`src/rtl/serclk_pkg.sv`:
```
// Shared types and helpers for the serial clock generator.
// Assumes the three control bits are stable between configuration changes.
package serclk_pkg;

    typedef enum logic [1:0] {
        CM_ASYNC_NORM  = 2'd0,
        CM_ASYNC_DBL   = 2'd1,
        CM_SYNC_MASTER = 2'd2,
        CM_SYNC_SLAVE  = 2'd3
    } clk_mode_e;

    // Map the raw control bits onto an operating mode.
    function automatic clk_mode_e decode_mode(input logic sync_b,
                                              input logic dbl_b,
                                              input logic dir_b);
        if (sync_b)
            return dir_b ? CM_SYNC_MASTER : CM_SYNC_SLAVE;
        return dbl_b ? CM_ASYNC_DBL : CM_ASYNC_NORM;
    endfunction

    // Post-divider ratio that applies to a mode (slave does not use it).
    function automatic logic [4:0] div_ratio(input clk_mode_e m);
        case (m)
            CM_ASYNC_NORM:  return 5'd16;
            CM_ASYNC_DBL:   return 5'd8;
            default:        return 5'd2;
        endcase
    endfunction

endpackage

```
`src/rtl/serclk_baud_cnt.sv`:
```
// Reloadable baud down-counter.
// Counts down on every system clock. It reloads from rate_i on zero or on load_i.
// It flags a tick for each zero it reaches. The tick is masked in the first
// cycle after reset and in any load cycle.
module serclk_baud_cnt #(
    parameter int RATE_W = 12
) (
    input  logic              clk,
    input  logic              rst_n,
    input  logic [RATE_W-1:0] rate_i,
    input  logic              load_i,
    output logic              tick_o
);
    logic [RATE_W-1:0] cnt_q;
    logic              run_q;
    logic              at_zero;

    assign at_zero = (cnt_q == '0);

    // Down-count with reload on zero or on a rate write.
    always_ff @(posedge clk) begin
        if (!rst_n)
            cnt_q <= '0;
        else if (load_i || at_zero)
            cnt_q <= rate_i;
        else
            cnt_q <= cnt_q - 1'b1;
    end

    // Mark that the counter has left reset so the cleared value is no tick.
    always_ff @(posedge clk) begin
        if (!rst_n)
            run_q <= 1'b0;
        else
            run_q <= 1'b1;
    end

    // Tick decode: a real zero, not the reset value and not discarded by a write.
    always_comb begin
        tick_o = run_q && at_zero && !load_i;
    end
endmodule

```
`src/rtl/serclk_postdiv.sv`:
```
// Transmit post-divider.
// Counts baud ticks modulo ratio_i and pulses tx_o on the last tick of each
// group. phase_o is high in the upper half of the group, which gives the
// master pin waveform for a /2 ratio. A counter left beyond a smaller ratio
// after a mode change wraps on the next tick.
module serclk_postdiv #(
    parameter int MAX_DIV = 16
) (
    input  logic                       clk,
    input  logic                       rst_n,
    input  logic                       tick_i,
    input  logic [$clog2(MAX_DIV):0]   ratio_i,
    output logic                       tx_o,
    output logic                       phase_o
);
    localparam int CNT_W = $clog2(MAX_DIV);
    localparam int RAT_W = CNT_W + 1;

    logic [CNT_W-1:0] grp_q;
    logic [RAT_W-1:0] grp_ext;
    logic             last_tick;

    assign grp_ext   = {1'b0, grp_q};
    assign last_tick = (grp_ext >= (ratio_i - 1'b1));

    // Advance the group position on each tick, wrapping at the ratio.
    always_ff @(posedge clk) begin
        if (!rst_n)
            grp_q <= '0;
        else if (tick_i)
            grp_q <= last_tick ? '0 : grp_q + 1'b1;
    end

    // Output decode: transmit pulse on the final tick, phase in the upper half.
    always_comb begin
        tx_o    = tick_i && last_tick;
        phase_o = (grp_ext >= (ratio_i >> 1));
    end
endmodule

```
`src/rtl/serclk_edge_det.sv`:
```
// External clock synchronizer and edge detector.
// Passes the pin through STAGES flip-flops, keeps one more stage as history,
// and pulses for one cycle on the edge chosen by fall_sel_i
// (0 rising, 1 falling). Assumes the pin is slower than a quarter of clk.
module serclk_edge_det #(
    parameter int STAGES = 2
) (
    input  logic clk,
    input  logic rst_n,
    input  logic pin_i,
    input  logic fall_sel_i,
    output logic edge_o
);
    logic chain [0:STAGES];

    // First synchronizer stage samples the asynchronous pin.
    always_ff @(posedge clk) begin
        if (!rst_n)
            chain[0] <= 1'b0;
        else
            chain[0] <= pin_i;
    end

    // Remaining synchronizer stages plus the history stage.
    for (genvar g = 1; g <= STAGES; g++) begin : g_stage
        always_ff @(posedge clk) begin
            if (!rst_n)
                chain[g] <= 1'b0;
            else
                chain[g] <= chain[g-1];
        end
    end

    // Edge compare between the synchronized level and its history.
    always_comb begin
        if (fall_sel_i)
            edge_o = !chain[STAGES-1] && chain[STAGES];
        else
            edge_o = chain[STAGES-1] && !chain[STAGES];
    end
endmodule

```
`src/rtl/serclk_gen.sv`:
```
// Serial port clock generator (top).
// Baud down-counter, then a mode-selected transmit divider, then a choice
// between internal timing and the synchronized external pin clock.
// Assumes the mode bits change only while the serial port is idle.
module serclk_gen #(
    parameter int RATE_W      = 12,
    parameter int MAX_DIV     = 16,
    parameter int SYNC_STAGES = 2
) (
    input  logic              clk,
    input  logic              rst_n,
    input  logic [RATE_W-1:0] rate_i,
    input  logic              rate_lo_wr_i,
    input  logic              sync_mode_i,
    input  logic              dbl_speed_i,
    input  logic              pin_dir_i,
    input  logic              clk_pol_i,
    input  logic              xclk_i,
    output logic              tx_en_o,
    output logic              rx_en_o,
    output logic              xclk_o
);
    import serclk_pkg::*;

    localparam int RAT_W = $clog2(MAX_DIV) + 1;

    clk_mode_e        mode;
    logic             internal_clk;
    logic [RAT_W-1:0] ratio;
    logic             baud_tick;
    logic             div_tick;
    logic             div_tx;
    logic             div_phase;
    logic             ext_edge;

    // Mode decode and divider selection.
    always_comb begin
        mode         = decode_mode(sync_mode_i, dbl_speed_i, pin_dir_i);
        internal_clk = (mode != CM_SYNC_SLAVE);
        ratio        = RAT_W'(div_ratio(mode));
        div_tick     = baud_tick && internal_clk;
    end

    serclk_baud_cnt #(.RATE_W(RATE_W)) u_baud (
        .clk    (clk),
        .rst_n  (rst_n),
        .rate_i (rate_i),
        .load_i (rate_lo_wr_i),
        .tick_o (baud_tick)
    );

    serclk_postdiv #(.MAX_DIV(MAX_DIV)) u_div (
        .clk     (clk),
        .rst_n   (rst_n),
        .tick_i  (div_tick),
        .ratio_i (ratio),
        .tx_o    (div_tx),
        .phase_o (div_phase)
    );

    serclk_edge_det #(.STAGES(SYNC_STAGES)) u_edge (
        .clk        (clk),
        .rst_n      (rst_n),
        .pin_i      (xclk_i),
        .fall_sel_i (clk_pol_i),
        .edge_o     (ext_edge)
    );

    // Output select: internal timing, or pin edges in slave mode.
    always_comb begin
        rx_en_o = internal_clk ? baud_tick : ext_edge;
        tx_en_o = internal_clk ? div_tx    : ext_edge;
        xclk_o  = (mode == CM_SYNC_MASTER) ? div_phase : 1'b0;
    end
endmodule

```
`config.mk`:
```
export PLATFORM = sky130hd
export DESIGN_NAME = serclk_gen
export DESIGN_NICKNAME = d
export VERILOG_FILES = /design/src/rtl/serclk_pkg.sv /design/src/rtl/serclk_baud_cnt.sv /design/src/rtl/serclk_postdiv.sv /design/src/rtl/serclk_edge_det.sv /design/src/rtl/serclk_gen.sv
export SDC_FILE = /design/constraint.sdc
export NUM_CORES = 1
export LEC_CHECK = 0
export BUFFER_PORTS_ARGS = -buffer_cell sky130_fd_sc_hd__buf_4
export CAP_MARGIN = 15
export CORE_MARGIN = 2
export CORE_UTILIZATION = 59
export CTS_BUF_LIST = sky130_fd_sc_hd__clkbuf_8
export DETAILED_ROUTE_END_ITERATION = 12
export PLACE_DENSITY = 0.85
export SETUP_SLACK_MARGIN = 0.5
export SYNTH_ARGS = -nofsm -noshare
export SYNTH_HDL_FRONTEND = slang
export SYNTH_SLANG_ARGS = --single-unit
export TNS_END_PERCENT = 1
```
`constraint.sdc`:
```
create_clock -name clk -period 3.5 [get_ports clk]
set_input_delay 0.175 -clock clk [delete_from_list [all_inputs] [get_ports clk]]
set_output_delay 0.175 -clock clk [all_outputs]
set_load 0.02 [all_outputs]
```
==> impl_metrics.tcl <==
set metrics [dict create \
    period_share_pct 64.9 \
    ys_seq_area_share_pct 33.9 \
    yosysWarnings 0 \
    gr-total-overflow 0 \
    antenna_found_initial 0 \
    hold_class "primary input to register" \
    worstPathMaxFanout 5 \
    fmax_mhz 440 \
    nNetsFinal 189 \
    power_uw 535 \
    hold_viol_final 0 \
    drc 0 \
    max-vdd-ir-drop_v 0.000329 \
    drive_above_1_share_pct 22.6 \
    synth_area_per_cell_sq_um 8.68 \
    dr.pass1.iters 5 \
    slew_viol_final 0 \
    post_drt_via_cell_ratio 5.91 \
    path_clk_slew_ns 0.07 \
    dieArea_sq_um 2380 \
    hold_buffers 0 \
    placementRows 16 \
    required_ns 3.32 \
    ys_seq_elements 20 \
    tritoncts "yes" \
    p_leak_nw 0.577 \
    grt.total_usage_pct 23.4 \
    synth_fp_nets 164 \
    worstSkewPairLatency_ns 0.26 \
    synthArstFlopShare_pct 0 \
    synth.distinct_cells 39 \
    p_per_area_nw_per_um2 378 \
    drt_iter0_markers 28 \
    clockBufferDepth 2 \
    first_global_vias 1030 \
    worst_pin_slew_ns 0.756 \
    place.gp.congestion 0.819 \
    die_w_um 48.7 \
    netlist_instances 136 \
    cts-root-buf "clkbuf_8" \
    cts.sinks 20 \
    finalHoldWorstSlack_ns 0.0907 \
    initial_utilization_pct 61.5 \
    io_buffers 22 \
    h-tree-depth 1 \
    dp_hpwl_mm 1.88 \
    netlist.area_leader.share_pct 33.9 \
    grt_max_degree 22 \
    diodes 0 \
    ios 23 \
    yosysTopAreaCell "dfxtp_1" \
    synth-edff-count 0 \
    dieHeight_um 48.7 \
    fin_worst_skew_ns 0.00300 \
    maxCapViolCount 0 \
    wirelength_mm 2.52 \
    areaGrowthSynthToFinish_pct 19.8 \
    grt_pass1_wl_mm 4.35 \
    max-slew-margin-rel_pct 49.2 \
    cts_inserted_buffers 3 \
    cts_setup_buffers 0 \
    core_area_sq_um 1920 \
    fin_crit_ns 2.27 \
    critPathCaptureType "output port" \
    ys_top_cells_by_area "dfxtp_1 (34%), ha_1 (8.5%), o21ai_0 (4.7%)" \
    num_vias 1099 \
    tns_ns 0 \
    cts_repair_resize_count 0 \
    status "complete, no violations" \
    netlist_area_sq_um 1180 \
    wire_per_inst_um 13.6 \
    antenna_left 0 \
    synth-main-ff-cell "dfxtp_1" \
    crit_type "register to output port" \
    setup_violations 0 \
    arrival_ns 2.10 \
    start_kind "register" \
    grt_setup_unrepaired "false" \
]
-- power breakdown --
group          switching, mW  internal [mW]  total [mW]
combinational         0.0605         0.0612       0.122
sequential            0.0192          0.244       0.263
clock                 0.0737         0.0768       0.150
total                  0.153          0.382       0.535
-- cell type report --
cell class | instances | area (sq um)
Clock buffer | 3 | 41.3
Fill cell | 153 | 507
Inverter | 6 | 22.5
Multi-Input combinational cell | 107 | 744
Sequential cell | 20 | 400
Tap cell | 27 | 33.8
Timing Repair Buffer | 23 | 173
-- state kept, by name, summed over array words and instances (netlist names) --
register	cells
u_div.grp_q	4
u_edge.chain	3
u_baud.run_q	1
u_baud.cnt_q	12
-- layer usage --
metal	GRT usage (%)	up-vias	part of all wire, %
met5	0	-	0
met4	7.14	0	0.95
met3	4.94	3	3.7
met2	44.5	25	51
met1	25.6	513	44
li1	-	558	-
-- cell usage in the layout, fill, tap and decap left out, drive strengths merged --
cell,instances
nor2,12
ha,8
inv,6
nand4,4
o211ai,1
nor2b,2
nand4b,1
a2bb2oi,1
xor2,3
o221a,2
buf,23
a31oi,4
o21ai,11
or3b,1
and3b,1
and3,1
dfxtp,20
or4,2
and2,3
nand3b,2
a211o,1
mux2i,2
a211oi,5
a311oi,1
nand2,6
or2,3
a21boi,1
nor3,2
nor4,4
nand3,4
nand2b,4
clkbuf,3
a2111o,1
nor3b,3
xnor2,4
o32a,1
a21oi,6
-- synth_stat cells, types with 2 or more instances --
master and number:
nand4_1 4, inv_1 6, mux2i_1 2, dfxtp_1 20
ha_1 8, nor3_1 2, buf_2 2, a21oi_1 6
nor2b_1 2, nand3b_1 2, nor4_2 2, nor3b_1 3
nor2_1 12, a211oi_1 5, xor2_1 3, o221a_2 2
nor4_1 2, and2_1 3, nand2_1 6, xnor2_1 4
or2_2 3, nand3_1 4, a31oi_1 4, nand2b_1 4
o21ai_0 11
-- metrics by stage --
step                      worst slack (ns)  util [%]  area, sq um  cells
after global routing                  1.05      73.6         1420    186
after detailed placement              1.52      71.5         1370    183
after CTS                             1.22      73.6         1420    186
after global placement                1.59      71.5         1370    183
final                                 1.23      73.6         1420    186
after floorplan                       1.51         -         1180    136
-- kinds of logic (layout without fill, tap and decap cells) --
kind of cell | count (synthesis) | after routing | synth area share, %
and+or+nand+nor | 55 | 55 | 27.4
adders and majority gates | 8 | 8 | 8.47
muxes | 2 | 2 | 1.69
AOI/OAI and AO/OA | 35 | 35 | 20.2
xor gates and xnor gates | 7 | 7 | 5.19
DFF | 20 | 20 | 33.9
buffers and inverters | 9 | 32 | 3.07
-- critical path, cell delays in order (launching register included) --
cell and delay [ns]:
dfxtp_1 0.31, inv_1 0.09, ha_1 0.16, nor3b_1 0.43, nand4b_1 0.19, or2_2 0.32, o21ai_0 0.16, buf_4 0.17
-- worst paths after layout --
check / start / to / slack (ns) / depth (start not counted)
worst min register to register: u_edge.chain[0] / u_edge.chain[1] / 0.44 / 1
worst max-delay path: u_baud.cnt_q[0] / tx_en_o / 1.23 / 7
worst min-delay path: rst_n / u_baud.run_q / 0.09 / 1
worst max register to register: u_div.grp_q[1] / u_div.grp_q[2] / 1.68 / 5
Power figures use the tool's default switching activity.
